--- config.mk ---
export PLATFORM = sky130hd
export DESIGN_NAME = clkout_enable_ctrl
export DESIGN_NICKNAME = d
export VERILOG_FILES = /design/src/rtl/coe_pkg.sv /design/src/rtl/coe_sync.sv /design/src/rtl/coe_regs.sv /design/src/rtl/coe_seq.sv /design/src/rtl/clkout_enable_ctrl.sv
export SDC_FILE = /design/constraint.sdc
export NUM_CORES = 1
export LEC_CHECK = 0
export BUFFER_PORTS_ARGS = -buffer_cell sky130_fd_sc_hd__buf_2
export CELL_PAD_IN_SITES_DETAIL_PLACEMENT = 1
export CELL_PAD_IN_SITES_GLOBAL_PLACEMENT = 1
export CORE_ASPECT_RATIO = 0.9
export CORE_MARGIN = 2
export CORE_UTILIZATION = 42
export CTS_CLUSTER_SIZE = 12
export DETAILED_ROUTE_END_ITERATION = 8
export HOLD_SLACK_MARGIN = 0.12
export MAX_ROUTING_LAYER = met4
export PLACE_DENSITY_LB_ADDON = 0.1
export SYNTH_ARGS = -nofsm -noshare
export SYNTH_HDL_FRONTEND = slang
export SYNTH_SLANG_ARGS = --single-unit
--- constraint.sdc ---
create_clock -name clk_i -period 5.3 [get_ports clk_i]
set_clock_uncertainty 0.05 [all_clocks]
set_input_delay 1.325 -clock clk_i [delete_from_list [all_inputs] [get_ports clk_i]]
set_output_delay 1.325 -clock clk_i [all_outputs]
set_load 0.05 [all_outputs]
--- src/rtl/coe_pkg.sv ---
package coe_pkg;
   localparam int CTRL_W      = 4;
   localparam int BIT_EN      = 0;
   localparam int BIT_OVR     = 1;
   localparam int BIT_FMT_LO  = 2;
   localparam int BIT_FMT_HI  = 3;

   typedef enum logic [1:0] {
      FMT_CMOS   = 2'b00,
      FMT_LVDS   = 2'b01,
      FMT_LVPECL = 2'b10,
      FMT_HCSL   = 2'b11
   } fmt_e;

   typedef enum logic [1:0] {
      SQ_OFF    = 2'd0,
      SQ_SETTLE = 2'd1,
      SQ_RUN    = 2'd2,
      SQ_STOP   = 2'd3
   } sq_e;
endpackage

--- src/rtl/coe_sync.sv ---
module coe_sync #(
   parameter int STAGES = 2
) (
   input  logic clk_i,
   input  logic rst_ni,
   input  logic d_i,
   output logic q_o
);
   if (STAGES < 2) begin : g_bad_stages
      $error("coe_sync: STAGES must be at least 2");
   end

   logic [STAGES-1:0] chain_q;

   always_ff @(posedge clk_i or negedge rst_ni) begin
      if (!rst_ni) chain_q <= '0;
      else         chain_q <= {chain_q[STAGES-2:0], d_i};
   end

   assign q_o = chain_q[STAGES-1];
endmodule

--- src/rtl/coe_regs.sv ---
module coe_regs
   import coe_pkg::*;
#(
   parameter fmt_e FMT_RST = FMT_LVDS
) (
   input  logic              clk_i,
   input  logic              rst_ni,
   input  logic              we_i,
   input  logic [CTRL_W-1:0] wdata_i,
   input  logic              pin_s_i,
   output logic [CTRL_W-1:0] rdata_o,
   output logic              en_eff_o,
   output fmt_e              fmt_o
);
   logic ovr_q, en_q, ovr_nx, rb_en;
   fmt_e fmt_q;

   assign ovr_nx = we_i ? wdata_i[BIT_OVR] : ovr_q;

   always_ff @(posedge clk_i or negedge rst_ni) begin
      if (!rst_ni) begin
         ovr_q <= 1'b0;
         en_q  <= 1'b0;
         fmt_q <= FMT_RST;
      end else begin
         ovr_q <= ovr_nx;
         if (!ovr_nx)   en_q <= pin_s_i;
         else if (we_i) en_q <= wdata_i[BIT_EN];
         if (we_i) fmt_q <= fmt_e'(wdata_i[BIT_FMT_HI:BIT_FMT_LO]);
      end
   end

   assign rb_en    = ovr_q ? en_q : pin_s_i;
   assign en_eff_o = ovr_q ? (ovr_q & en_q) : pin_s_i;
   assign fmt_o    = fmt_q;
   assign rdata_o  = {fmt_q, ovr_q, rb_en};

   // without override the stored bit follows the synchronized pin
   a_r2_copy_tracks_pin: assert property (@(posedge clk_i) disable iff (!rst_ni)
      (!ovr_q && !we_i) |=> (en_q == $past(pin_s_i)));

   // with override the stored bit only changes by a write
   a_r3_pin_ignored: assert property (@(posedge clk_i) disable iff (!rst_ni)
      (ovr_q && !we_i) |=> $stable(en_q));
endmodule

--- src/rtl/coe_seq.sv ---
module coe_seq
   import coe_pkg::*;
#(
   parameter int SETTLE_CYCLES = 400,
   parameter int STOP_CYCLES   = 2,
   parameter bit GATE_LATCH    = 1'b0
) (
   input  logic clk_i,
   input  logic rst_ni,
   input  logic en_i,
   output logic drive_o,
   output logic gate_o
);
   localparam int CNT_MAX = (SETTLE_CYCLES > STOP_CYCLES) ? SETTLE_CYCLES : STOP_CYCLES;
   localparam int CW      = $clog2(CNT_MAX + 1);
   localparam logic [CW-1:0] SETTLE_LAST = CW'(SETTLE_CYCLES - 1);
   localparam logic [CW-1:0] STOP_LAST   = CW'(STOP_CYCLES - 1);

   if (SETTLE_CYCLES < 1) begin : g_bad_settle
      $error("coe_seq: SETTLE_CYCLES must be at least 1");
   end
   if (STOP_CYCLES < 2) begin : g_bad_stop
      $error("coe_seq: STOP_CYCLES must be at least 2");
   end

   sq_e           state_q;
   logic [CW-1:0] cnt_q;
   logic          run;
   logic          gate_q;

   always_ff @(posedge clk_i or negedge rst_ni) begin
      if (!rst_ni) begin
         state_q <= SQ_OFF;
         cnt_q   <= '0;
      end else begin
         unique case (state_q)
            SQ_OFF: begin
               if (en_i) begin
                  state_q <= SQ_SETTLE;
                  cnt_q   <= '0;
               end
            end
            SQ_SETTLE: begin
               if (!en_i)                    state_q <= SQ_OFF;
               else if (cnt_q == SETTLE_LAST) state_q <= SQ_RUN;
               else                          cnt_q   <= cnt_q + 1'b1;
            end
            SQ_RUN: begin
               if (!en_i) begin
                  state_q <= SQ_STOP;
                  cnt_q   <= '0;
               end
            end
            SQ_STOP: begin
               if (cnt_q == STOP_LAST) state_q <= SQ_OFF;
               else                    cnt_q   <= cnt_q + 1'b1;
            end
            default: state_q <= SQ_OFF;
         endcase
      end
   end

   assign run = (state_q == SQ_RUN);

   // gate may only change while the clock is low
   if (GATE_LATCH) begin : g_gate_latch
      always_latch begin
         if (!clk_i) gate_q <= run;
      end
   end else begin : g_gate_negedge
      always_ff @(negedge clk_i or negedge rst_ni) begin
         if (!rst_ni) gate_q <= 1'b0;
         else         gate_q <= run;
      end
   end

   assign gate_o  = gate_q;
   assign drive_o = (state_q != SQ_OFF);

   // idle state never has an open gate
   a_r6_gate_closed_when_off: assert property (@(posedge clk_i) disable iff (!rst_ni)
      (state_q == SQ_OFF) |-> !gate_q);

   // pads release only after the gate has closed
   a_r6_release_after_close: assert property (@(posedge clk_i) disable iff (!rst_ni)
      $fell(drive_o) |-> !gate_q);

   // enable loss during settle returns to idle
   a_r7_settle_abort: assert property (@(posedge clk_i) disable iff (!rst_ni)
      (state_q == SQ_SETTLE && !en_i) |=> (state_q == SQ_OFF));

   // running is reached only through the settle wait
   a_r4_run_after_settle: assert property (@(posedge clk_i) disable iff (!rst_ni)
      $rose(state_q == SQ_RUN) |-> ($past(state_q) == SQ_SETTLE));
endmodule

--- src/rtl/clkout_enable_ctrl.sv ---
module clkout_enable_ctrl
   import coe_pkg::*;
#(
   parameter int   SYNC_STAGES   = 2,
   parameter int   SETTLE_CYCLES = 400,
   parameter int   STOP_CYCLES   = 2,
   parameter bit   GATE_LATCH    = 1'b0,
   parameter fmt_e FMT_RST       = FMT_LVDS
) (
   input  logic              clk_i,
   input  logic              rst_ni,
   input  logic              en_pin_i,
   input  logic              reg_we_i,
   input  logic [CTRL_W-1:0] reg_wdata_i,
   output logic [CTRL_W-1:0] reg_rdata_o,
   output logic              clk_p_o,
   output logic              clk_n_o,
   output logic              clk_p_oe_o,
   output logic              clk_n_oe_o
);
   logic pin_s, en_eff, drive, gate;
   fmt_e fmt;

   coe_sync #(.STAGES(SYNC_STAGES)) u_sync (
      .clk_i (clk_i),
      .rst_ni(rst_ni),
      .d_i   (en_pin_i),
      .q_o   (pin_s)
   );

   coe_regs #(.FMT_RST(FMT_RST)) u_regs (
      .clk_i   (clk_i),
      .rst_ni  (rst_ni),
      .we_i    (reg_we_i),
      .wdata_i (reg_wdata_i),
      .pin_s_i (pin_s),
      .rdata_o (reg_rdata_o),
      .en_eff_o(en_eff),
      .fmt_o   (fmt)
   );

   coe_seq #(
      .SETTLE_CYCLES(SETTLE_CYCLES),
      .STOP_CYCLES  (STOP_CYCLES),
      .GATE_LATCH   (GATE_LATCH)
   ) u_seq (
      .clk_i  (clk_i),
      .rst_ni (rst_ni),
      .en_i   (en_eff),
      .drive_o(drive),
      .gate_o (gate)
   );

   assign clk_p_o    = clk_i & gate;
   assign clk_n_o    = ~clk_p_o;
   assign clk_p_oe_o = drive;
   assign clk_n_oe_o = drive & (fmt != FMT_CMOS);

   // single-ended mode never drives the complementary pin
   a_r8_cmos_neg_hiz: assert property (@(posedge clk_i) disable iff (!rst_ni)
      (fmt == FMT_CMOS) |-> !clk_n_oe_o);

   // an open gate always has the pad driven
   a_r5_gate_needs_drive: assert property (@(posedge clk_i) disable iff (!rst_ni)
      gate |-> clk_p_oe_o);
endmodule

Yosys cells after proc, flatten, opt, wreduce, memory -nomap -nowiden

Cells that the tools add are included.
W data, S select, Z words.

Reductions and logical operators: 5
Add/sub/neg operators: 1
Bitwise operators: 4
$mul: 0
Muxes and demuxes: 17
Order comparisons: 0
Eq/ne operators: 13
Shifts and indexed selects: 0
Divide/modulo/power cells: 0

Operators by type and width:

| cell                  | count |
|---|---|
| $mux W9               | 5 |
| $pmux W9 S4           | 1 |
| $mux W2               | 5 |
| $add A9 B1 Y9 const B | 1 |
| $eq A9 B1 Y1 const B  | 1 |
| $eq A9 B9 Y1 const B  | 1 |
| $ne A2 B2 Y1 const B  | 4 |
| $pmux W2 S4           | 1 |
| $ne A2 B1 Y1 const B  | 3 |
| $mux W1               | 5 |
| $reduce_and A5 Y1     | 1 |
| $eq A2 B2 Y1 const B  | 2 |
| $reduce_and A4 Y1     | 1 |
| $reduce_bool A2 Y1    | 2 |
| $and A1 B1 Y1         | 3 |
| $ne A3 B3 Y1 const B  | 1 |
| $eq A2 B1 Y1 const B  | 1 |
| $logic_not A2 Y1      | 1 |
| $not A1 Y1            | 1 |

Memories kept: 0
Logic and storage cells: 47
Input port bits: 8
ROM bits: 0
Register bits: 18
Bits in latches: 0
Bits in writable memories: 0
Output and inout bits: 8

Depth between registers and ports, before layout

Gate-level depths: netlist of the first run.

Depth after elaboration: 4
Depth in mapped cells: 7
Mapped depth without buffers: 6

Modules after synthesis

A second synthesis of the first run with hierarchy kept.

Cells, all modules: 98
Area total of the unflattened synthesis: 1034.7 um^2

By module, submodules not included:

| module             | cells an instance | seq. area each (um^2) | area each (um^2) | instances |
|---|---|---|---|---|
| coe_seq            | 76                | 300.3                 | 760.7            | 1 |
| coe_regs           | 17                | 101.3                 | 206.4            | 1 |
| coe_sync           | 2                 | 50.0                  | 50.0             | 1 |
| clkout_enable_ctrl | 3                 | 0.0                   | 17.5             | 1 |

==> impl_metrics.json, run 1 <==
{
  "timing.final.setup_violations": 0,
  "r2r-end": "u_seq.gate_o$_DFF_NN0_",
  "overall_die_height_um": 49.9,
  "post_dp_cell_area_um2": 1070,
  "setup_tns_ns": 0,
  "drt-initial-drc-count": 13,
  "timing.final.hold_violations": 0,
  "postCtsHoldBufs": 0,
  "setup.worst_path.start_class": "flip-flop",
  "syn-instance-count": 94,
  "status": "finished, final reports clean",
  "grt_max_degree": 19,
  "number_of_rows_created_at_floorplan": 16,
  "vias_per_cell": 5.60,
  "worst_hold_startpoint": "u_sync.chain_q[0]$_DFF_PN0_",
  "detail_route.wl_per_cell_um": 16.6,
  "die_area_um2": 2750,
  "grt_pass1_wl_um": 4010,
  "rr_worst_depth": 1,
  "postSynthRegisterBits": 18,
  "mean_cell_area_of_the_mapped_netlist_um2": 10.5,
  "route.final.wire_length_um": 2380,
  "place.detailed.hpwl_um": 1720,
  "power_density_nw_per_um2": 357,
  "timing.max_cap.violations": 0,
  "synth_cell_type_count": 41,
  "worst_slack_ns": 0.0988,
  "area.sequential_um2": 452,
  "initial_core_util": 0.447,
  "io_pins": 16,
  "antenna_left": 0,
  "antenna_violations_before_repair": 0,
  "dominantRegCellSynth": "sky130_fd_sc_hd__dfrtp_1",
  "synth_nets": 104,
  "worstPathCellList": "nand2_2 > clkbuf_4 > buf_8",
  "drt_drc_violations_left": 0,
  "worstPathArrival_ns": 3.83,
  "synth_to_final_area_change_pct": 20.1,
  "r2r_setup_slack_ns": 1.69,
  "core_area_um2": 2200,
  "final_antenna_diode_count": 0,
  "critical_path_buf_inv_count": 2,
  "worst_setup_hold_path_clk_slew_ns": 0.10,
  "grt_overflow": 0,
  "drive_gt1_frac": 0.362,
  "vias": 801,
  "later_pin_clock_latency_in_the_skew_report_ns": 0.42,
  "grt_setup_unrepaired": "no",
  "ys_async_sr_fraction": 1.00,
  "worst_path_dominant_cell_family": "flip-flops",
  "crit_fanout": 2,
  "detail_route.first_pass.iterations": 4,
  "static_leakage_power_uw": 0.000578,
  "critical-path-slowest-cell": "sky130_fd_sc_hd__dfrtn_1",
  "layout.nets": 127,
  "grt_usage": 0.229,
  "synth_edf_count": 0,
  "reg2reg_launch_point": "u_seq.state_q[0]$_DFFE_PN0P_",
  "cp.required_ns": 3.92,
  "synth_sequential_area_ratio": 0.459,
  "fp.dieW_um": 55.0,
  "place_congestion": 0.795,
  "final-instance-count-excl-fill": 143,
  "tritoncts": "built",
  "first_global_vias": 873,
  "dp_cells": 132,
  "slew-limit-headroom": 0.718,
  "tightest_slew_ns": 0.423,
  "port_buffer_count": 15,
  "dp_slack_ns": 0.568,
  "critPathCaptureType": "primary output",
  "min-delay-path-class": "flip-flop to flip-flop",
  "fillerInstances": 253,
  "peakVddDrop_v": 0.000193,
  "timing.critical_path.slowest_cell_delay_ns": 0.41,
  "worstSetupPathType": "flip-flop to primary output",
  "setup.worst_path.start": "u_seq.gate_o$_DFF_NN0_",
  "timing_max_transition_violations_final": 0,
  "worst_hold_endpoint": "u_sync.chain_q[1]$_DFF_PN0_",
  "hold_path_depth": 0,
  "post-route-cell-area_um2": 1180,
  "synthesis.yosys.warnings": 0,
  "multi_input_comb_area_um2": 487,
  "synth_area_um2": 985
}
Yosys cell counts, types with 2 or more instances:
library cell,number,area share
sky130_fd_sc_hd__o21a_1,2,0.015
sky130_fd_sc_hd__a221o_1,2,0.020
sky130_fd_sc_hd__mux2_2,4,0.046
sky130_fd_sc_hd__nand3_1,3,0.015
sky130_fd_sc_hd__o21ai_0,2,0.010
sky130_fd_sc_hd__clkbuf_1,2,0.0076
sky130_fd_sc_hd__ha_1,2,0.025
sky130_fd_sc_hd__and3_1,3,0.019
sky130_fd_sc_hd__o31ai_1,2,0.015
sky130_fd_sc_hd__mux2i_1,4,0.041
sky130_fd_sc_hd__nand4_1,3,0.019
sky130_fd_sc_hd__a21oi_1,2,0.010
sky130_fd_sc_hd__nor2_1,6,0.023
sky130_fd_sc_hd__buf_4,2,0.015
sky130_fd_sc_hd__nor3_1,3,0.015
sky130_fd_sc_hd__inv_1,6,0.023
sky130_fd_sc_hd__nand2_1,7,0.027
sky130_fd_sc_hd__dfrtp_1,16,0.41
registers in the layout, indices dropped and copies added, names as in the netlist, named ones only:
signal,count
u_regs.en_q,1
u_regs.fmt_o,2
u_regs.ovr_q,1
u_seq.cnt_q,9
u_seq.gate_o,1
u_seq.state_q,1
u_sync.chain_q,2
cells in the final DEF, fill, tap and decap left out, types with 2 or more instances in the layout:
cell,count
sky130_fd_sc_hd__buf_8,2
sky130_fd_sc_hd__ha_1,2
sky130_fd_sc_hd__inv_1,5
sky130_fd_sc_hd__and3_1,3
sky130_fd_sc_hd__nor2_1,6
sky130_fd_sc_hd__nand2_1,6
sky130_fd_sc_hd__o21ai_0,2
sky130_fd_sc_hd__clkbuf_4,10
sky130_fd_sc_hd__mux2i_1,4
sky130_fd_sc_hd__mux2_2,4
sky130_fd_sc_hd__o31ai_1,2
sky130_fd_sc_hd__buf_2,13
sky130_fd_sc_hd__a221o_1,2
sky130_fd_sc_hd__a21oi_1,2
sky130_fd_sc_hd__o21a_1,2
sky130_fd_sc_hd__nand3_1,3
sky130_fd_sc_hd__nor3_1,3
sky130_fd_sc_hd__nand4_1,3
sky130_fd_sc_hd__dfrtp_1,16
sky130_fd_sc_hd__inv_2,2
per-stage QoR:
| stage | util | power (µW) | hold slack, ns |
|---|---|---|---|
| 3_5_place_dp | 0.486 | 272 | 0.293 |
| 5_1_grt | 0.537 | 453 | 0.321 |
| 6_report | 0.537 | 422 | 0.316 |
| 4_1_cts | 0.539 | 431 | 0.318 |
| 2_1_floorplan | - | 245 | 0.281 |
| 3_3_place_gp | 0.486 | 267 | 0.291 |
how the worst max path moves through the flow:
stage          depth (start not counted)       to
3_5_place_dp                           3  clk_p_o
4_1_cts                                4  clk_p_o
2_1_floorplan                          2  clk_p_o
6_report                               3  clk_n_o
5_1_grt                                3  clk_n_o
3_3_place_gp                           3  clk_p_o
per-layer routing:
| layer | wire (µm) | GRT usage | vias to the layer above |
|---|---|---|---|
| li1 | - | - | 387 |
| met1 | 1150 | 0.263 | 393 |
| met4 | 42 | 0.187 | 0 |
| met2 | 1100 | 0.286 | 16 |
| met5 | 0 | - | - |
| met3 | 85 | 0.118 | 5 |
final cells by class:
class / instances / share of cell area
inverter: 6 / 0.0190
clock inverter: 1 / 0.00317
sequential: 18 / 0.382
timing repair buffer: 13 / 0.0550
multi-input combinational: 65 / 0.412
clock buffer: 13 / 0.101
tap: 27 / 0.0286
logic make-up (layout without fill, tap and decap cells):
group | Yosys count | after routing | synth area share
DFF | 18 | 18 | 0.459
buffers and inverters | 11 | 33 | 0.0495
AOI/OAI and AO/OA | 17 | 17 | 0.130
muxes | 9 | 9 | 0.102
adders and majority gates | 2 | 2 | 0.0254
and+or+nand+nor | 37 | 37 | 0.235
power breakdown:
group | switching [µW] | total (µW) | internal [µW]
logic | 57.4 | 92.8 | 35.4
registers | 21.5 | 175 | 154
clock network | 62.3 | 154 | 92.0
what timing repair did:
item,in CTS,in global routing
pin swaps,1,1
hold endpoints to repair,0,0
gates cloned,0,0
setup buffers,0,0
gates resized for setup,7,1
setup endpoints to repair,3,2
(Power assumes the default switching activity.)
==> inputs of run 2 (changes only) <==
--- a/config.mk
+++ b/config.mk
@@ -5,12 +5,14 @@
 export SDC_FILE = /design/constraint.sdc
 export NUM_CORES = 1
 export LEC_CHECK = 0
+export ABC_AREA = 1
 export BUFFER_PORTS_ARGS = -buffer_cell sky130_fd_sc_hd__buf_2
 export CELL_PAD_IN_SITES_DETAIL_PLACEMENT = 1
 export CELL_PAD_IN_SITES_GLOBAL_PLACEMENT = 1
 export CORE_ASPECT_RATIO = 0.9
 export CORE_MARGIN = 2
 export CORE_UTILIZATION = 42
+export CTS_BUF_LIST = sky130_fd_sc_hd__clkbuf_4 sky130_fd_sc_hd__clkbuf_8 sky130_fd_sc_hd__clkbuf_16
 export CTS_CLUSTER_SIZE = 12
 export DETAILED_ROUTE_END_ITERATION = 8
 export HOLD_SLACK_MARGIN = 0.12
==> run 2 against run 1 <==
Compared with the run above:
- synthesized area up 9.3%
- critical endpoint is now clk_p_o
- non-clock buffer count did not move
- sequential cell count unchanged
- count of clock-buffer cells in the layout increased by 1
- global-route usage increased by 0.14 points
- register-to-register slack better by 0.12 ns
- sequential share of layout area shrank 3.1 points
- die area is 8.6% higher
- combinational power is 130% higher
- first-iteration DRC count rose by 110%
==> impl_metrics.json, run 2 <==
{
  "vias_per_cell": 4.99,
  "number_of_setup_buffers_added_after_cts": 0,
  "final_antenna_diode_count": 0,
  "drt-initial-drc-count": 27,
  "grt_setup_unrepaired": "no",
  "setup_tns_ns": 0,
  "post_cts_resize_count": 7,
  "timing.hold.ws_ns": 0.329,
  "synth_area_um2": 1080,
  "setup.worst_path.start_class": "flip-flop",
  "fp.dieW_um": 57.4,
  "worstSetupPathType": "flip-flop to primary output",
  "final-instance-count-excl-fill": 203,
  "grt_usage": 0.230,
  "registers.top_by_ff_count": "u_seq.cnt_q",
  "critical_path_buf_inv_count": 3,
  "drt_drc_violations_left": 0,
  "antenna_left": 0,
  "timing.final.hold_violations": 0,
  "synthTopCellsByCount": "sky130_fd_sc_hd__nand2_1, sky130_fd_sc_hd__inv_1, sky130_fd_sc_hd__dfrtp_1",
  "ys_async_sr_fraction": 1.00,
  "mostFrequentLayoutCells": "sky130_fd_sc_hd__nand2_1, sky130_fd_sc_hd__inv_1, sky130_fd_sc_hd__dfrtp_1, sky130_fd_sc_hd__buf_2, sky130_fd_sc_hd__clkbuf_4",
  "grt_overflow": 0,
  "dominantRegCellSynth": "sky130_fd_sc_hd__dfrtp_1",
  "number_of_rows_created_at_floorplan": 17,
  "slew-limit-headroom": 0.712,
  "port_buffer_count": 15,
  "place_congestion": 0.774,
  "detail_route.first_pass.iterations": 4,
  "worstPathCellList": "nand2_1 > clkbuf_4 > inv_2 > buf_8",
  "place.detailed.hpwl_um": 2000,
  "peakVddDrop_v": 0.000320,
  "layout_commonest_cell": "sky130_fd_sc_hd__nand2_1",
  "postSynthRegisterBits": 18,
  "critPathCaptureType": "primary output",
  "most_instantiated_library_cell_after_synthesis": "sky130_fd_sc_hd__nand2_1",
  "worst_setup_hold_path_clk_slew_ns": 0.10,
  "overall_die_height_um": 52.0,
  "r2r_setup_slack_ns": 1.81,
  "mean_cell_area_of_the_mapped_netlist_um2": 7.17,
  "later_pin_clock_latency_in_the_skew_report_ns": 0.41,
  "post_dp_cell_area_um2": 1170,
  "io_pins": 16,
  "die_area_um2": 2980,
  "power.total_uw": 604,
  "cp.required_ns": 3.92,
  "timing.max_cap.violations": 0,
  "post-route-cell-area_um2": 1290,
  "antenna_violations_before_repair": 0,
  "synth_to_final_area_change_pct": 19.7,
  "worstPathArrival_ns": 3.87,
  "vias": 1012,
  "timing.final.setup_violations": 0,
  "layout.nets": 186,
  "postCtsHoldBufs": 0,
  "grt_pass1_wl_um": 4620,
  "worst_path_dominant_cell_family": "flip-flops",
  "dp_cells": 191,
  "largest_reg_flops": 9,
  "critical-path-slowest-cell": "sky130_fd_sc_hd__dfrtn_1",
  "status": "finished, final reports clean",
  "synth_edf_count": 0,
  "synth_cell_type_count": 22,
  "timing.critical_path.slowest_cell_delay_ns": 0.41,
  "synth_sequential_area_ratio": 0.420,
  "synthesis.yosys.warnings": 0,
  "initial_core_util": 0.440,
  "min-delay-path-class": "flip-flop to flip-flop",
  "synth_nets": 160,
  "yosys-top-cells-area": "sky130_fd_sc_hd__dfrtp_1, sky130_fd_sc_hd__nand2_1, sky130_fd_sc_hd__inv_1",
  "first_global_vias": 1058,
  "tritoncts": "built",
  "power_density_nw_per_um2": 469,
  "fillerInstances": 326,
  "tightest_slew_ns": 0.432,
  "static_leakage_power_uw": 0.000737,
  "cell_type_contributing_the_most_total_cell_area_after_synthesis": "sky130_fd_sc_hd__dfrtp_1",
  "timing_max_transition_violations_final": 0,
  "grt_max_degree": 19,
  "crit_fanout": 2,
  "core_area_um2": 2450,
  "area_fraction_of_the_dominant_cell_type_after_synthesis": 0.372,
  "syn-instance-count": 150,
  "detail_route.wl_per_cell_um": 13.3,
  "route.final.wire_length_um": 2710,
  "drive_gt1_frac": 0.269
}
## run 2: area by class of cell
| cell class | instances | area, µm² | share of cell area |
|---|---|---|---|
| flip-flops and latches | 18 | 452 | 0.351 |
| repair buffers | 13 | 65.1 | 0.0505 |
| inverters | 23 | 86.3 | 0.0671 |
| clock buffers | 14 | 126 | 0.0982 |
| multi-input cells | 106 | 519 | 0.403 |
| clock inverters | 1 | 3.75 | 0.00292 |
| well taps | 28 | 35.0 | 0.0272 |
## run 2: per-stage QoR
stage	setup WS, ns	utilization
after global placement	0.580	0.479
after detailed placement	0.567	0.479
after global routing	0.00119	0.526
final	0.0585	0.526
after floorplan	0.168	-
after CTS	0.0501	0.526
## run 2: where the power goes
part           internal, µW  switching [µW]  total [µW]
Sequential              161            24.3         185
Combinational          56.9             157         214
Clock                   114            89.9         204
## run 2: worst paths after layout
kind | start | end | depth (start not counted)
max in group asynchronous | rst_ni | u_seq.gate_o$_DFF_NN0_ | 1
worst min register to register | u_sync.chain_q[0]$_DFF_PN0_ | u_sync.chain_q[1]$_DFF_PN0_ | 0
worst max register to register | u_seq.state_q[0]$_DFFE_PN0P_ | u_seq.gate_o$_DFF_NN0_ | 3
worst min-delay path | u_sync.chain_q[0]$_DFF_PN0_ | u_sync.chain_q[1]$_DFF_PN0_ | 0
min in group asynchronous | rst_ni | asynchronous set/reset pin | 1
worst max-delay path | u_seq.gate_o$_DFF_NN0_ | clk_p_o | 4
## run 2: cell families (layout without fill, tap and decap cells)
logic type / count (synthesis) / after routing / share of synthesized area
flip-flops: 18 / 18 / 0.420
AO/OA/AOI/OAI: 7 / 7 / 0.0372
AND/OR/NAND/NOR: 96 / 96 / 0.414
adder cells (fa/ha/maj): 2 / 2 / 0.0233
buffers and inverters: 26 / 51 / 0.0977
XOR/XNOR: 1 / 1 / 0.00814
## run 2: layer usage
metal / routed length, µm / track usage / vias up / part of all wire
met1: 1260 / 0.249 / 476 / 0.46
met4: 37 / 0.128 / 0 / 0.014
met2: 1280 / 0.343 / 26 / 0.47
met5: 0 / - / - / 0
li1: - / - / 503 / -
met3: 129 / 0.117 / 7 / 0.048
==> inputs of run 3 (changes only) <==
--- a/config.mk
+++ b/config.mk
@@ -18,6 +18,8 @@
 export HOLD_SLACK_MARGIN = 0.12
 export MAX_ROUTING_LAYER = met4
 export PLACE_DENSITY_LB_ADDON = 0.1
+export SKIP_CTS_REPAIR_TIMING = 1
 export SYNTH_ARGS = -nofsm -noshare
 export SYNTH_HDL_FRONTEND = slang
+export SYNTH_HIERARCHICAL = 1
 export SYNTH_SLANG_ARGS = --single-unit
==> run 3 against run 2 <==
Compared with the run above:
- largest cell class unchanged
- sequential share of layout area is 1.6 points lower
- critical endpoint is now clk_n_o
- the flow now finishes with violations (setup timing)
- critical path type unchanged
- critical path depth is 1 higher
- register-to-register slack hardly changed
==> impl_metrics.json, run 3 <==
{
  "postSynthRegisterBits": 18,
  "timing.hold.ws_ns": 0.327,
  "synth_nets": 172,
  "fp.dieW_um": 58.2,
  "worstSetupPathType": "flip-flop to primary output",
  "synth_simple_gate_area_share": 0.422,
  "tightest_slew_ns": 0.374,
  "cp.required_ns": 3.92,
  "drive_gt1_frac": 0.242,
  "peakVddDrop_v": 0.000323,
  "timing.max_cap.violations": 0,
  "slew-limit-headroom": 0.748,
  "most_instantiated_library_cell_after_synthesis": "sky130_fd_sc_hd__nand2_1",
  "finalCoreUtilization": 0.542,
  "dominantRegCellSynth": "sky130_fd_sc_hd__dfrtp_1",
  "layout.nets": 201,
  "timing.critical_path.slowest_cell_delay_ns": 0.48,
  "detail_route.wl_per_cell_um": 14.9,
  "registers.top_by_ff_count": "u_seq/cnt_q",
  "synthesis.yosys.warnings": 6,
  "place_congestion": 0.845,
  "layout_commonest_cell": "sky130_fd_sc_hd__nand2_1",
  "worst_path_dominant_cell_family": "buffers and inverters",
  "crit_path_frequent_cell": "sky130_fd_sc_hd__clkbuf_4",
  "drt-initial-drc-count": 32,
  "synth_to_final_area_change_pct": 21.6,
  "cell_type_contributing_the_most_total_cell_area_after_synthesis": "sky130_fd_sc_hd__dfrtp_1",
  "critical-path-slowest-cell": "sky130_fd_sc_hd__dfrtn_1",
  "complex_gate_fraction_of_the_synthesized_area": 0.0214,
  "synth_top_family_by_area": "simple AND/OR/NAND/NOR gates",
  "initial_core_util": 0.446,
  "critPathCaptureType": "primary output",
  "min-delay-path-class": "flip-flop to flip-flop",
  "grt_max_degree": 18,
  "timing_max_transition_violations_final": 0,
  "io_pins": 16,
  "vias_per_cell": 4.94,
  "first_global_vias": 1058,
  "port_buffer_count": 15,
  "synthTopCellsByCount": "sky130_fd_sc_hd__nand2_1, sky130_fd_sc_hd__inv_1, sky130_fd_sc_hd__nor2_1",
  "synth.mux.area_fraction": 0,
  "synth_area_um2": 1110,
  "worst_setup_hold_path_clk_slew_ns": 0.11,
  "final_antenna_diode_count": 0,
  "worstPathArrival_ns": 4.14,
  "largest_reg_flops": 9,
  "worst_slack_ns": -0.213,
  "antenna_left": 0,
  "number_of_rows_created_at_floorplan": 17,
  "mostFrequentLayoutCells": "sky130_fd_sc_hd__nand2_1, sky130_fd_sc_hd__nor2_1, sky130_fd_sc_hd__inv_1, sky130_fd_sc_hd__dfrtp_1, sky130_fd_sc_hd__nand3_1",
  "synth_sequential_area_ratio": 0.407,
  "grt_pass1_wl_um": 5020,
  "place.detailed.hpwl_um": 2150,
  "syn-instance-count": 162,
  "area_fraction_of_the_dominant_cell_type_after_synthesis": 0.361,
  "fillerInstances": 344,
  "mean_cell_area_of_the_mapped_netlist_um2": 6.85,
  "later_pin_clock_latency_in_the_skew_report_ns": 0.41,
  "post-route-cell-area_um2": 1350,
  "setup.worst_path.start_class": "flip-flop",
  "synth_cell_type_count": 23,
  "critical_path_buf_inv_count": 4,
  "power_density_nw_per_um2": 454,
  "vias": 1077,
  "die_area_um2": 3070,
  "dp_slack_ns": 0.548,
  "ys_async_sr_fraction": 1.00,
  "core_area_um2": 2490,
  "area.sequential_um2": 452,
  "yosys-top-cells-area": "sky130_fd_sc_hd__dfrtp_1, sky130_fd_sc_hd__nand2_1, sky130_fd_sc_hd__inv_1",
  "synth_edf_count": 0,
  "status": "finished, violations left",
  "drt_drc_violations_left": 0,
  "synth_fa_ha_area_frac": 0.0225,
  "crit_fanout": 2,
  "multi_input_comb_area_um2": 537,
  "timing.final.hold_violations": 0,
  "synth_xor_area_frac": 0.0158,
  "grt_setup_unrepaired": "yes",
  "failed_checks": "setup timing",
  "overall_die_height_um": 52.8,
  "timing.final.setup_violations": 3,
  "static_leakage_power_uw": 0.000761,
  "tritoncts": "built",
  "grt_usage": 0.241,
  "detail_route.first_pass.iterations": 4,
  "route.final.wire_length_um": 3240,
  "grt_overflow": 0,
  "antenna_violations_before_repair": 0,
  "post_dp_cell_area_um2": 1200,
  "worstPathCellList": "nand2_2 > buf_4 > clkbuf_4 > clkbuf_4 > buf_6",
  "power.total_uw": 612
}
==> run 3: cell count changes after synthesis, sizes merged, moves of 2 or more <==
cell / before / now
nor2: 10 / 23
nand2: 73 / 67
nand3: 8 / 14
buf: 2 / 4
nand4: 3 / 1
o21a: 2 / 0
==> run 3: power breakdown <==
part | internal [µW] | total [µW] | switching, µW
Sequential | 158 | 185 | 27.2
Clock | 118 | 206 | 88.4
Combinational | 56.5 | 221 | 164
Total | 332 | 612 | 280
==> run 3: per-layer routing <==
metal,vias up,global-route usage,share of wire
met3,6,0.0938,0.037
met4,0,0.0930,0.012
met1,513,0.281,0.47
met5,-,-,0
met2,21,0.375,0.48
li1,537,-,-
==> run 3: cells by family after synthesis <==
family / count (synthesis)
AO/OA/AOI/OAI: 4
adder cells (fa/ha/maj): 2
flip-flops: 18
buffers and inverters: 29
XOR/XNOR: 2
AND/OR/NAND/NOR: 107
==> run 3: path summary, 6_finish.rpt <==
path,endpoint,cells after the start,slack [ns],start
setup reg to reg,u_seq/gate_o$_DFF_NN0_,2,1.81,flip-flop
min in group asynchronous,u_sync/chain_q[0]$_DFF_PN0_,2,0.82,rst_ni
setup / recovery,clk_n_o,5,-0.21,u_seq/gate_o$_DFF_NN0_
max in group asynchronous,u_seq/gate_o$_DFF_NN0_,1,1.91,rst_ni
hold / removal,u_sync/chain_q[1]$_DFF_PN0_,0,0.33,u_sync/chain_q[0]$_DFF_PN0_
hold reg to reg,u_sync/chain_q[1]$_DFF_PN0_,0,0.33,u_sync/chain_q[0]$_DFF_PN0_
==> run 3: stage by stage <==
step,setup TNS (ns),cells
global route,-0.523,218
CTS,-0.643,217
detailed placement,0,202
global placement,0,202
finish,-0.401,218
floorplan,0,162
==> run 3: area by class of cell <==
type / count / area share
Sequential cell: 18 / 0.335
Clock buffer: 18 / 0.117
Multi-Input combinational cell: 115 / 0.398
Inverter: 24 / 0.0667
Timing Repair Buffer: 14 / 0.0538
Clock inverter: 1 / 0.00463
Tap cell: 28 / 0.0260
==> run 3: worst reg2reg max path: stages, from the launching register on <==
cell and delay (ns):
sky130_fd_sc_hd__dfrtp_1 0.40, sky130_fd_sc_hd__inv_1 0.14, sky130_fd_sc_hd__nor2_1 0.09
